File: src/rtl/vmw_pkg.sv
package vmw_pkg;
    // bit positions inside a table entry
    localparam int unsigned ENT_P = 0;
    localparam int unsigned ENT_W = 1;
    localparam int unsigned ENT_U = 2;

    typedef enum logic [1:0] {
        FK_NONE   = 2'd0,
        FK_ABSENT = 2'd1,
        FK_USER   = 2'd2,
        FK_WRITE  = 2'd3
    } fault_kind_e;

    typedef enum logic [1:0] {
        WS_IDLE = 2'd0,
        WS_DIR  = 2'd1,
        WS_TBL  = 2'd2
    } walk_state_e;
endpackage

File: src/rtl/vmw_perm.sv
module vmw_perm
    import vmw_pkg::*;
(
    input  logic        present_i,
    input  logic        wr_ok_i,
    input  logic        usr_ok_i,
    input  logic        is_write_i,
    input  logic        is_user_i,
    output logic        fault_o,
    output fault_kind_e kind_o
);
    // priority: absent, then user, then write
    always_comb begin
        if (!present_i)                   kind_o = FK_ABSENT;
        else if (is_user_i && !usr_ok_i)  kind_o = FK_USER;
        else if (is_write_i && !wr_ok_i)  kind_o = FK_WRITE;
        else                              kind_o = FK_NONE;
    end

    assign fault_o = (kind_o != FK_NONE);
endmodule

File: src/rtl/vmw_tlb.sv
module vmw_tlb #(
    parameter int unsigned ENTRIES = 4,
    parameter int unsigned TAG_W   = 20,
    parameter int unsigned DATA_W  = 22
) (
    input  logic              clk,
    input  logic              rst_n,
    input  logic              flush_i,
    input  logic [TAG_W-1:0]  lk_tag_i,
    output logic              lk_hit_o,
    output logic [DATA_W-1:0] lk_data_o,
    input  logic              fill_i,
    input  logic [TAG_W-1:0]  fill_tag_i,
    input  logic [DATA_W-1:0] fill_data_i
);
    localparam int unsigned PTR_W = (ENTRIES > 1) ? $clog2(ENTRIES) : 1;
    localparam logic [PTR_W-1:0] LAST = PTR_W'(ENTRIES - 1);

    typedef struct packed {
        logic [ENTRIES-1:0]             vld;
        logic [ENTRIES-1:0][TAG_W-1:0]  tag;
        logic [ENTRIES-1:0][DATA_W-1:0] dat;
        logic [PTR_W-1:0]               ptr;
    } tlb_state_t;

    tlb_state_t s_d, s_q;
    logic [ENTRIES-1:0] match;

    for (genvar g = 0; g < ENTRIES; g++) begin : g_cmp
        assign match[g] = s_q.vld[g] && (s_q.tag[g] == lk_tag_i);
    end

    assign lk_hit_o = |match;

    always_comb begin
        lk_data_o = '0;
        for (int i = 0; i < ENTRIES; i++) begin
            if (match[i]) lk_data_o = lk_data_o | s_q.dat[i];
        end
    end

    always_comb begin
        s_d = s_q;
        if (flush_i) begin
            s_d.vld = '0;
        end else if (fill_i) begin
            s_d.vld[s_q.ptr] = 1'b1;
            s_d.tag[s_q.ptr] = fill_tag_i;
            s_d.dat[s_q.ptr] = fill_data_i;
            s_d.ptr          = (s_q.ptr == LAST) ? '0 : s_q.ptr + 1'b1;
        end
    end

    always_ff @(posedge clk) begin
        if (!rst_n) s_q <= '0;
        else        s_q <= s_d;
    end
endmodule

File: src/rtl/vm_walker.sv
module vm_walker
    import vmw_pkg::*;
#(
    parameter int unsigned ADDR_W      = 32,
    parameter int unsigned PAGE_OFF_W  = 12,
    parameter int unsigned TLB_ENTRIES = 4
) (
    input  logic              clk,
    input  logic              rst_n,
    input  logic              paging_en,
    input  logic              root_we,
    input  logic [ADDR_W-1:0] root_wdata,
    input  logic              req_valid,
    output logic              req_ready,
    input  logic [ADDR_W-1:0] req_vaddr,
    input  logic              req_write,
    input  logic              req_user,
    output logic              rsp_valid,
    output logic [ADDR_W-1:0] rsp_paddr,
    output logic              rsp_fault,
    output logic [3:0]        rsp_cause,
    output logic              mem_req_valid,
    output logic [ADDR_W-1:0] mem_req_addr,
    input  logic              mem_rsp_valid,
    input  logic [ADDR_W-1:0] mem_rsp_data
);
    localparam int unsigned VPN_W  = ADDR_W - PAGE_OFF_W;
    localparam int unsigned IDX_W  = VPN_W / 2;
    localparam int unsigned SLOT_W = PAGE_OFF_W - IDX_W;
    localparam int unsigned TDAT_W = VPN_W + 2;   // {frame, user, writable}

    typedef struct packed {
        walk_state_e       st;
        logic [ADDR_W-1:0] va;
        logic              wr;
        logic              us;
        logic [VPN_W-1:0]  pde_pfn;
        logic              pde_w;
        logic              pde_u;
        logic              stale;
        logic [VPN_W-1:0]  root_pfn;
        logic              rsp_v;
        logic [ADDR_W-1:0] rsp_pa;
        logic              rsp_f;
        logic [3:0]        rsp_c;
    } walk_t;

    walk_t q, d;

    logic              hit;
    logic [TDAT_W-1:0] hit_data;
    logic              hit_fault;
    fault_kind_e       hit_kind;
    logic              walk_fault;
    fault_kind_e       walk_kind;
    logic              eff_w, eff_u;
    logic              fill_en;
    logic [ADDR_W-1:0] dir_addr, tbl_addr;

    assign eff_w = q.pde_w & mem_rsp_data[ENT_W];
    assign eff_u = q.pde_u & mem_rsp_data[ENT_U];

    vmw_tlb #(
        .ENTRIES (TLB_ENTRIES),
        .TAG_W   (VPN_W),
        .DATA_W  (TDAT_W)
    ) i_tlb (
        .clk         (clk),
        .rst_n       (rst_n),
        .flush_i     (root_we),
        .lk_tag_i    (req_vaddr[ADDR_W-1:PAGE_OFF_W]),
        .lk_hit_o    (hit),
        .lk_data_o   (hit_data),
        .fill_i      (fill_en),
        .fill_tag_i  (q.va[ADDR_W-1:PAGE_OFF_W]),
        .fill_data_i ({mem_rsp_data[ADDR_W-1:PAGE_OFF_W], eff_u, eff_w})
    );

    vmw_perm i_hit_perm (
        .present_i  (1'b1),
        .wr_ok_i    (hit_data[0]),
        .usr_ok_i   (hit_data[1]),
        .is_write_i (req_write),
        .is_user_i  (req_user),
        .fault_o    (hit_fault),
        .kind_o     (hit_kind)
    );

    vmw_perm i_walk_perm (
        .present_i  (mem_rsp_data[ENT_P]),
        .wr_ok_i    (eff_w),
        .usr_ok_i   (eff_u),
        .is_write_i (q.wr),
        .is_user_i  (q.us),
        .fault_o    (walk_fault),
        .kind_o     (walk_kind)
    );

    assign dir_addr = {q.root_pfn, q.va[ADDR_W-1 -: IDX_W], {SLOT_W{1'b0}}};
    assign tbl_addr = {q.pde_pfn, q.va[PAGE_OFF_W +: IDX_W], {SLOT_W{1'b0}}};

    always_comb begin
        d       = q;
        d.rsp_v = 1'b0;
        fill_en = 1'b0;
        if (root_we) d.root_pfn = root_wdata[ADDR_W-1:PAGE_OFF_W];
        case (q.st)
            WS_IDLE: begin
                if (req_valid) begin
                    d.va    = req_vaddr;
                    d.wr    = req_write;
                    d.us    = req_user;
                    d.stale = 1'b0;
                    if (!paging_en) begin
                        d.rsp_v  = 1'b1;
                        d.rsp_pa = req_vaddr;
                        d.rsp_f  = 1'b0;
                        d.rsp_c  = {req_user, req_write, FK_NONE};
                    end else if (hit && !root_we) begin
                        d.rsp_v  = 1'b1;
                        d.rsp_f  = hit_fault;
                        d.rsp_pa = hit_fault ? '0 :
                                   {hit_data[TDAT_W-1:2], req_vaddr[PAGE_OFF_W-1:0]};
                        d.rsp_c  = {req_user, req_write, hit_kind};
                    end else begin
                        d.st = WS_DIR;
                    end
                end
            end
            WS_DIR: begin
                if (root_we) d.stale = 1'b1;
                if (mem_rsp_valid) begin
                    d.pde_pfn = mem_rsp_data[ADDR_W-1:PAGE_OFF_W];
                    d.pde_w   = mem_rsp_data[ENT_W];
                    d.pde_u   = mem_rsp_data[ENT_U];
                    if (!mem_rsp_data[ENT_P]) begin
                        d.rsp_v  = 1'b1;
                        d.rsp_f  = 1'b1;
                        d.rsp_pa = '0;
                        d.rsp_c  = {q.us, q.wr, FK_ABSENT};
                        d.st     = WS_IDLE;
                    end else begin
                        d.st = WS_TBL;
                    end
                end
            end
            WS_TBL: begin
                if (root_we) d.stale = 1'b1;
                if (mem_rsp_valid) begin
                    d.rsp_v  = 1'b1;
                    d.rsp_f  = walk_fault;
                    d.rsp_pa = walk_fault ? '0 :
                               {mem_rsp_data[ADDR_W-1:PAGE_OFF_W], q.va[PAGE_OFF_W-1:0]};
                    d.rsp_c  = {q.us, q.wr, walk_kind};
                    d.st     = WS_IDLE;
                    fill_en  = !walk_fault && !q.stale && !root_we;
                end
            end
            default: d.st = WS_IDLE;
        endcase
    end

    always_ff @(posedge clk) begin
        if (!rst_n) q <= '0;
        else        q <= d;
    end

    assign req_ready     = (q.st == WS_IDLE);
    assign mem_req_valid = (q.st != WS_IDLE);
    assign mem_req_addr  = (q.st == WS_TBL) ? tbl_addr : dir_addr;
    assign rsp_valid     = q.rsp_v;
    assign rsp_paddr     = q.rsp_pa;
    assign rsp_fault     = q.rsp_f;
    assign rsp_cause     = q.rsp_c;
endmodule

File: config.mk
export PLATFORM = sky130hd
export DESIGN_NAME = vm_walker
export DESIGN_NICKNAME = d
export VERILOG_FILES = /design/src/rtl/vmw_pkg.sv /design/src/rtl/vmw_perm.sv /design/src/rtl/vmw_tlb.sv /design/src/rtl/vm_walker.sv
export SDC_FILE = /design/constraint.sdc
export NUM_CORES = 1
export LEC_CHECK = 0
export BUFFER_PORTS_ARGS = -buffer_cell sky130_fd_sc_hd__buf_2
export CORE_ASPECT_RATIO = 1.1
export CORE_UTILIZATION = 52
export CTS_CLUSTER_DIAMETER = 30
export DETAILED_ROUTE_END_ITERATION = 6
export GPL_ROUTABILITY_DRIVEN = 0
export GPL_TIMING_DRIVEN = 1
export PLACE_DENSITY = 0.73
export REMOVE_ABC_BUFFERS = 1
export SETUP_SLACK_MARGIN = 0.2
export SLEW_MARGIN = 10
export SYNTH_ARGS = -nofsm -noshare
export SYNTH_HDL_FRONTEND = slang
export SYNTH_SLANG_ARGS = --single-unit
File: constraint.sdc
create_clock -name clk -period 7.5 [get_ports clk]
set_clock_uncertainty 0.2 [all_clocks]
set_input_delay 1.875 -clock clk [delete_from_list [all_inputs] [get_ports clk]]
set_output_delay 1.875 -clock clk [all_outputs]
set_load 0.02 [all_outputs]
==> flow_summary_export.csv, run 1 <==
group,metric,value,unit
status,status,"finished clean",
critical_path,crit_arrival,5.06,ns
pwr,pwr-share-seq,35.8,%
synthesis,synthCells,1642,
critical_path,critical_path.endpoint_type,"register",
pwr,swShare,26.8,%
timing,finalSetupViolCount,0,
cts,postCtsSetupBuffers,0,
synthesis,synthFlopType,"dfxtp_1",
placed_design,io_buffers,152,
detailed_routing,drtPass1Iterations,5,
global_route,antenna_found_initial,1,
timing,slew_viol_final,0,
die,die_x,160,um
global_route,first_global_vias,11909,
cts,htreeDepth,2,
final_layout,num-nets-final,1802,
synthesis,synthAdderAreaFrac,0.705,%
die,die_h,175,um
detailed_routing,wirelength,41500,um
cts,root_buffer,"clkbuf_16",
detailed_routing,drt-wirelength-per-cell,19.8,um
timing,finalCritPeriodShare,64.7,%
final_layout,ff_latch_area,5830,um^2
detailed_routing,drt-initial-drc-count,960,
detailed_routing,drcViolationCount,0,
synthesis,synth_xor_area_share,4.87,%
cts,clkTransAtPathRegs,0.05,ns
cts,ctsHoldBuffers,0,
critical_path,r2r_setup_slack,3.10,ns
timing,rsz0062_at_grt,"no",
pwr,ir_worst_vdd,0.000185,V
pwr,p_comb_share,13.6,%
synthesis,synthTopCellsByCount,"nand2_1, dfxtp_1, a21boi_0, clkbuf_1, xnor2_1",
timing,tightest_slew,1.23,ns
pwr,leakage,5.93,nW
critical_path,path_max_fanout,25,
timing,hold_viol_final,0,
final_layout,drive_gt1_share,19.1,%
final_layout,fillers,2267,
critical_path,start_kind,"input pin",
global_route,gr-usage-all-layers,29.1,%
timing,period_minus_slack,4.85,ns
cts,ctsResizeCount,0,
synthesis,synth_top_area_share,41.0,%
final_layout,multi_input_area,7380,um^2
cts,clkLatencyLatePin,0.56,ns
pwr,p_sw,1.28,mW
synthesis,synth.most_common_cell,"nand2_1",
synthesis,syn_area,14200,um^2
cts,cts_tree,"done",
run,maxCapViolCount,0,
synthesis,seq_area_frac_synth,41.0,%
synthesis,synth-compound-area-share,23.5,%
critical_path,required,7.71,ns
hold_path,min_path_type,"reg2reg",
synthesis,synth_warnings,0,
die,rows,63,
synthesis,synthDistinctLibCells,53,
global_route,grt_pass1_wl,64700,um
die,num_io_pins,176,
synthesis,synth_simple_gate_area_share,18.7,%
timing,relSlewSlack,17.5,%
detailed_routing,viasPerCell,5.86,
synthesis,synth.avg_cell_area,8.65,um^2
synthesis,synth_top_area_cell,"dfxtp_1",
final_layout,final_core_util,61.2,%
die,dieArea,28000,um^2
synthesis,async_flop_share,0,%
global_route,grt_max_degree,153,
synthesis,synth-edff-count,0,
pwr,power_density,289,nW/um^2
cts,numCtsBuffers,53,
synthesis,synth_top_family_by_area,"compound AO/OA/AOI/OAI gates",
timing,fmax,0.206,GHz
final_layout,area_growth,15.9,%
placed_design,dp_hpwl,25600,um
synthesis,synth_area_leaders,"dfxtp_1, nand2_1, a21boi_0, xnor2_1, a31oi_2",
synthesis,synthMuxAreaShare,4.00,%
pwr,intPower,3.49,mW
synthesis,synth_seq_cells,291,
detailed_routing,vias,12250,
pwr,power_frac_clock,50.5,%
die,core,26900,um^2
cts,clockBufferDepth,3,
timing,setup-tns-final,0,ns
detailed_routing,ant_nets,0,
critical_path,critPathKind,"in2reg",
die,initial_utilization,52.8,%
cts,clkSinkCount,291,
global_route,overflow,0,
logic make-up after synthesis:
logic type	Yosys count
compound gates	415
xor+xnor	79
fa+ha+maj	8
buf+inv	191
flops	291
mux	53
other cells	1
simple gates	604
per-layer routing:
| layer | track usage [%] | routed length, um | up-vias |
|---|---|---|---|
| met5 | 0 | 0 | - |
| met4 | 12.7 | 1260 | 0 |
| li1 | - | - | 5734 |
| met1 | 36.1 | 16900 | 5892 |
| met2 | 49.9 | 20200 | 518 |
| met3 | 4.68 | 3080 | 106 |
worst max-delay path, stage by stage:
cell	delay, ns
buf_2	0.13
nand2_1	0.09
a22oi_1	0.32
and4_1	0.30
nor3b_1	0.81
nand2_1	0.78
buf_4	0.51
nand2_1	0.13
a21boi_0	0.09
power by group through the flow:
stage | clock network [mW] | logic [mW] | registers (mW)
after floorplan | 0 | 0.312 | 1.79
after global placement | 0 | 0.631 | 1.73
after detailed placement | 0 | 0.639 | 1.73
after CTS | 2.43 | 0.644 | 1.70
after global routing | 2.51 | 0.688 | 1.71
final | 2.41 | 0.649 | 1.71
final cells by class:
cell class / count / area share (%)
Tap cell: 357 / 2.72
Antenna cell: 1 / 0.0152
Inverter: 9 / 0.205
Multi-Input combinational cell: 1161 / 44.9
Timing Repair Buffer: 174 / 5.74
Sequential cell: 291 / 35.4
Clock inverter: 27 / 1.99
Clock buffer: 69 / 9.05
stage by stage:
step                hold WS [ns]  cell area (um^2)  worst slack [ns]  total power, mW  instances
floorplan                  0.235             13200              1.88             2.10       1461
global placement           0.240             14600              2.24             2.36       1992
detailed placement         0.248             14600              2.19             2.37       1992
CTS                        0.254             16400              2.72             4.77       2088
global route               0.272             16500              2.44             4.92       2089
finish                     0.250             16500              2.65             4.76       2089
worst paths after layout:
| kind | depth (start not counted) | start | to |
|---|---|---|---|
| worst max-delay path | 9 | mem_rsp_data[2] | i_tlb.s_q[69] |
| worst max register to register | 9 | q[115] | i_tlb.s_q[69] |
| worst min-delay path | 2 | i_tlb.s_q[34] | i_tlb.s_q[34] |
| worst min register to register | 2 | i_tlb.s_q[34] | i_tlb.s_q[34] |
flip-flops by register name (all words and copies together) (netlist names):
| signal | count |
|---|---|
| rsp_cause | 4 |
| i_tlb.s_q | 174 |
| rsp_paddr | 32 |
| dir_addr | 30 |
| rsp_valid | 1 |
| q | 49 |
| rsp_fault | 1 |
cells in the final DEF (no fill, tap or decap), types with 14 or more instances in the layout:
master       n
a21boi_0   197
a21boi_1    27
a22o_1      38
a22oi_1     35
a31oi_2     27
buf_2      151
buf_4       21
clkbuf_16   55
clkinv_2    14
dfxtp_1    291
mux2_2      30
mux2i_1     23
nand2_1    460
nand3_1     27
nand4_1     32
nor2b_1     26
o2111ai_1   19
o31ai_1     37
xnor2_1     59
xor2_1      20
No activity file was read; power rests on OpenSTA's default activity.
==> run 2: changes to the inputs <==
- ABC_AREA: default -> 1
- PLACE_DENSITY: 0.73 -> 0.76
- clock period: 7.5 -> 4.1 ns (I/O delays scaled with it)
==> run 2 against run 1 <==
Effect of this change:
- sequential share of layout area down 0.22 points
- highest routed layer unchanged
- first-iteration DRC count grew 63%
- via count increased by 14%
- final area up 0.62%
- global-route usage rose by 2.3 points
- die area shrank 2.5%
- non-clock buffer count up 8
- sequential power grew 98%
- final cell count grew 22%
- core utilization rose by 2.1 points
- flip-flop and latch count stayed put
==> flow_summary_export.csv, run 2 <==
group,metric,value,unit
cts,clkTransAtPathRegs,0.05,ns
global_route,grt_pass1_wl,67400,um
critical_path,crit_buf_inv,3,
timing,finalCritPeriodShare,86.5,%
detailed_routing,wirelength,43000,um
die,initial_utilization,53.0,%
detailed_routing,drt-initial-drc-count,1569,
cts,ctsHoldBuffers,0,
synthesis,synth_warnings,0,
detailed_routing,drtPass1Iterations,6,
cts,ctsResizeCount,0,
die,die_x,158,um
critical_path,required,2.87,ns
global_route,gr-usage-all-layers,31.4,%
pwr,power_frac_clock,45.6,%
timing,period_minus_slack,3.55,ns
global_route,grt_max_degree,119,
timing,slew_viol_final,0,
critical_path,crit_arrival,2.32,ns
final_layout,drive_gt1_share,14.9,%
critical_path,crit_family,"buffers and inverters",
final_layout,num-nets-final,2256,
die,num_io_pins,176,
cts,root_buffer,"clkbuf_16",
critical_path,crit_slowest_cell,"ha_4",
cts,postCtsSetupBuffers,0,
hold_path,min_path_type,"reg2reg",
detailed_routing,viasPerCell,5.47,
pwr,pwr-share-seq,32.6,%
critical_path,start_kind,"register",
synthesis,synthTopCellsByCount,"nand2_1, dfxtp_1, a21oi_1, o21ai_0, inv_1",
detailed_routing,vias,13920,
die,die_h,173,um
timing,rsz0062_at_grt,"no",
global_route,antenna_found_initial,2,
cts,clkSinkCount,291,
critical_path,critPathKind,"reg2out",
pwr,p_sw,3.50,mW
synthesis,synthFlopType,"dfxtp_1",
synthesis,synth-edff-count,0,
die,core,26100,um^2
synthesis,seq_area_frac_synth,42.1,%
run,maxCapViolCount,0,
timing,finalSetupViolCount,0,
cts,clockBufferDepth,3,
global_route,first_global_vias,13119,
final_layout,regMostFlops,"i_tlb.s_q",
critical_path,path_max_fanout,36,
placed_design,dp_hpwl,28200,um
pwr,leakage,7.29,nW
synthesis,synth.most_common_cell,"nand2_1",
pwr,total_power,10.4,mW
final_layout,final_common_cell,"nand2_1",
critical_path,critical_path.endpoint_type,"output port",
synthesis,synth_area_leaders,"dfxtp_1, nand2_1, a21oi_1, o21ai_0, inv_1",
critical_path,critical_path.max_stage_delay,0.48,ns
timing,hold_viol_final,0,
die,dieArea,27300,um^2
final_layout,final_cell_mix,"nand2_1, dfxtp_1, a21oi_1",
cts,clkLatencyLatePin,0.58,ns
timing,fmax,0.282,GHz
timing,tightest_slew,0.789,ns
pwr,power_density,628,nW/um^2
timing,setup-tns-final,0,ns
cts,numCtsBuffers,58,
synthesis,synthDistinctLibCells,36,
pwr,intPower,6.89,mW
cts,htreeDepth,2,
cts,cts_tree,"done",
final_layout,fillers,2340,
pwr,p_comb_share,21.8,%
die,rows,62,
synthesis,synth_top_area_share,42.1,%
synthesis,syn_area,13800,um^2
synthesis,synth_top_area_cell,"dfxtp_1",
timing,relSlewSlack,47.2,%
final_layout,largest_reg_flops,174,
synthesis,synthCells,2057,
status,status,"finished clean",
synthesis,synth_seq_cells,291,
synthesis,async_flop_share,0,%
final_layout,area_growth,19.6,%
global_route,overflow,0,
detailed_routing,drt-wirelength-per-cell,16.9,um
synthesis,synth.avg_cell_area,6.73,um^2
detailed_routing,ant_nets,0,
pwr,swShare,33.7,%
pwr,ir_worst_vdd,0.000379,V
placed_design,io_buffers,152,
critical_path,crit_path_cell_trace,"inv_1 -> ha_4 -> buf_4 -> nand2_1 -> o21ai_0 -> buf_2",
detailed_routing,drcViolationCount,0,
==> run 2: cell count changes in the layout (fill, tap and decap cells not counted), sizes merged, moves of 24 or more <==
cell,change
a22oi,-24
a21boi,-224
a21oi,+288
mux2,-30
o31ai,-37
a22o,-38
xnor2,-49
o21ai,+268
a31oi,-41
nor2b,-26
inv,+238
nor2,+201
==> run 2: kinds of logic after synthesis <==
| family | after synthesis | synth area share, % |
|---|---|---|
| DFF | 291 | 42.1 |
| other | 1 | 0.0271 |
| xor gates and xnor gates | 13 | 0.822 |
| and+or+nand+nor | 748 | 21.4 |
| buffers and inverters | 394 | 12.2 |
| adders and majority gates | 8 | 0.723 |
| AOI/OAI and AO/OA | 602 | 22.8 |
==> run 2: worst paths after layout <==
kind,end,startpoint,slack (ns),depth (start not counted)
max,mem_req_addr[31],q[115],0.55,6
min,dir_addr[16],dir_addr[16],0.25,2
max reg2reg,i_tlb.s_q[25],q[115],1.13,11
min reg2reg,dir_addr[16],dir_addr[16],0.25,2
==> run 2: power groups by stage <==
stage	Clock (mW)	Sequential, mW	Combinational, mW
after CTS	4.77	3.38	2.23
final	4.74	3.39	2.26
after global routing	4.92	3.42	2.47
after floorplan	0	3.58	1.21
after detailed placement	0	3.43	2.21
after global placement	0	3.43	2.15
==> run 2: worst min-delay path, delay by kind of cell, from the launching register on <==
kind | cells | cell delay [ns]
buf+inv | 1 | 0.05
flops | 1 | 0.29
compound gates | 1 | 0.05
==> run 2: cell type report <==
type	count	area [um^2]	area share [%]
well taps	352	440	2.66
repair buffers	182	1030	6.22
diodes	2	5.00	0.0302
clock inverters	46	479	2.90
clock buffers	63	1520	9.19
flip-flops and latches	291	5830	35.2
multi-input cells	1373	6360	38.4
inverters	238	893	5.40
==> run 2: metal layers <==
metal  wire (um)  track usage, %  part of all wire [%]  up-vias
met5           0               0                     0        -
met3        3950            6.74                   9.2      139
met1       17400            39.5                    40     6324
met2       19900            50.8                    46      651
met4        1730            15.1                   4.0        0
li1            -               -                     -     6806
==> run 2: stage by stage <==
step	utilization (%)	hold WS (ns)	cells	area, um^2	worst slack [ns]
floorplan	-	0.224	1902	13100	-1.59
global placement	55.6	0.237	2436	14500	0.429
detailed placement	55.6	0.242	2436	14500	0.393
CTS	63.3	0.250	2545	16500	0.254
global route	63.3	0.271	2546	16500	0.402
finish	63.3	0.246	2547	16600	0.552
==> run 3: changes to the inputs <==
- BUFFER_PORTS_ARGS: -buffer_cell sky130_fd_sc_hd__buf_2 -> -buffer_cell sky130_fd_sc_hd__buf_4
==> run 3 against run 2 <==
Effect of this change:
- sequential power hardly changed
- global-route usage hardly changed
- worst hold slack better by 0.0014 ns
- wire length is 1.5% lower
- via count is 0.91% lower
- maximum frequency is 3.1% higher
- first-iteration DRC count is 8.3% lower
- critical path type unchanged
==> flow_summary_export.csv, run 3 (synthesis gave the netlist of run 2 again) <==
group,metric,value,unit
timing,rsz0062_at_grt,"no",
timing,finalSetupViolCount,0,
detailed_routing,vias,13794,
detailed_routing,drt-initial-drc-count,1438,
critical_path,crit_arrival,2.22,ns
status,status,"finished clean",
detailed_routing,wirelength,42400,um
global_route,first_global_vias,13196,
critical_path,path_max_fanout,37,
pwr,ir_worst_vdd,0.000398,V
critical_path,crit_buf_inv,3,
pwr,swShare,32.4,%
final_layout,regMostFlops,"i_tlb.s_q",
die,die_x,158,um
cts,ctsResizeCount,0,
cts,root_buffer,"clkbuf_16",
timing,fmax,0.291,GHz
global_route,gr-usage-all-layers,31.4,%
final_layout,final_cell_mix,"nand2_1, dfxtp_1, a21oi_1",
global_route,grt_max_degree,122,
final_layout,largest_reg_flops,174,
die,die_h,173,um
cts,clkLatencyLatePin,0.58,ns
detailed_routing,ant_nets,0,
placed_design,io_buffers,152,
hold_path,min_path_type,"reg2reg",
pwr,power_frac_clock,45.0,%
cts,clkSinkCount,291,
cts,clkTransAtPathRegs,0.05,ns
pwr,power_density,626,nW/um^2
final_layout,drive_gt1_share,14.3,%
detailed_routing,drt-wirelength-per-cell,16.7,um
pwr,p_sw,3.42,mW
timing,tightest_slew,0.597,ns
die,rows,62,
timing,slew_viol_final,0,
critical_path,crit_family,"buffers and inverters",
critical_path,crit_path_cell_trace,"inv_1 -> ha_4 -> buf_4 -> nand2_1 -> o21ai_0 -> buf_4",
critical_path,path_common_cell,"buf_4",
placed_design,placed_area,14900,um^2
die,initial_utilization,53.0,%
detailed_routing,viasPerCell,5.43,
cts,numCtsBuffers,57,
critical_path,crit_slowest_cell,"ha_4",
final_layout,num-nets-final,2251,
critical_path,required,2.87,ns
global_route,overflow,0,
final_layout,final_common_cell,"nand2_1",
placed_design,dp_hpwl,27800,um
final_layout,area_growth,22.0,%
timing,relSlewSlack,60.2,%
die,dieArea,27300,um^2
die,core,26100,um^2
final_layout,fin_area,16900,um^2
critical_path,critical_path.endpoint_type,"output port",
critical_path,critPathKind,"reg2out",
timing,finalCritPeriodShare,83.9,%
global_route,grt_pass1_wl,67700,um
cts,postCtsSetupBuffers,0,
final_layout,fillers,2260,
die,num_io_pins,176,
run,maxCapViolCount,0,
detailed_routing,drcViolationCount,0,
cts,ctsHoldBuffers,0,
cts,cts_tree,"done",
timing,hold_viol_final,0,
pwr,pwr-share-seq,32.2,%
critical_path,start_kind,"register",
pwr,p_comb_share,22.7,%
detailed_routing,drtPass1Iterations,6,
pwr,intPower,7.14,mW
timing,setup-tns-final,0,ns
timing,period_minus_slack,3.44,ns
pwr,leakage,7.37,nW
global_route,antenna_found_initial,1,
cts,htreeDepth,2,
cts,clockBufferDepth,3,
critical_path,critical_path.max_stage_delay,0.47,ns
## run 3: changes by cell type in the layout (fill, tap and decap cells not counted), moves of 2 or more
cell / previous run / this run
clkbuf_8: 3 / 5
buf_2: 151 / 0
inv_8: 2 / 0
bufinv_16: 5 / 7
clkbuf_1: 1 / 8
clkinvlp_4: 10 / 3
clkinv_4: 10 / 6
buf_4: 27 / 174
## run 3: worst paths after layout
path              depth (start not counted)    startpoint  slack [ns]               end
setup / recovery                          6        q[115]        0.66  mem_req_addr[22]
hold / removal                            2  dir_addr[12]        0.25      dir_addr[12]
setup reg to reg                         11        q[115]        1.26     i_tlb.s_q[51]
hold reg to reg                           2  dir_addr[12]        0.25      dir_addr[12]
## run 3: power by group through the flow
stage	logic, mW	clock network [mW]	registers [mW]
2_1_floorplan	1.21	0	3.58
3_3_place_gp	2.31	0	3.44
3_5_place_dp	2.36	0	3.45
4_1_cts	2.38	4.78	3.40
5_1_grt	2.64	4.95	3.44
6_report	2.40	4.76	3.41
## run 3: layout make-up
class,count,area (um^2),area share (%)
Multi-Input combinational cell,1373,6360,37.6
Sequential cell,291,5830,34.5
Clock buffer,71,1550,9.18
Timing Repair Buffer,178,1380,8.16
Inverter,238,893,5.29
Clock inverter,36,444,2.63
Tap cell,352,440,2.61
Antenna cell,1,2.50,0.0148
## run 3: layer usage
| metal | up-vias | wire length, um | global-route usage, % |
|---|---|---|---|
| met1 | 6250 | 17200 | 40.1 |
| met4 | 0 | 1760 | 15.0 |
| li1 | 6783 | - | - |
| met5 | - | 0 | 0 |
| met3 | 123 | 3670 | 5.94 |
| met2 | 638 | 19800 | 50.8 |
## run 3: worst register-to-register path: stages (launching register included)
cell     delay [ns]
dfxtp_1        0.33
inv_1          0.15
ha_4           0.47
nand2_1        0.10
inv_1          0.10
nand2_1        0.10
nor3_2         0.28
nand2_1        0.12
inv_1          0.40
buf_12         0.26
o21ai_0        0.13
a21oi_1        0.15
## run 3: through the flow
stage	utilization [%]	power, mW	instances	hold WS [ns]	worst slack (ns)
after global placement	56.9	5.75	2432	0.236	0.615
after detailed placement	56.9	5.80	2432	0.242	0.562
after floorplan	-	4.80	1902	0.224	-1.59
final	64.6	10.6	2540	0.247	0.658
after global routing	64.6	11.0	2540	0.268	0.436
after CTS	64.6	10.6	2539	0.249	0.319
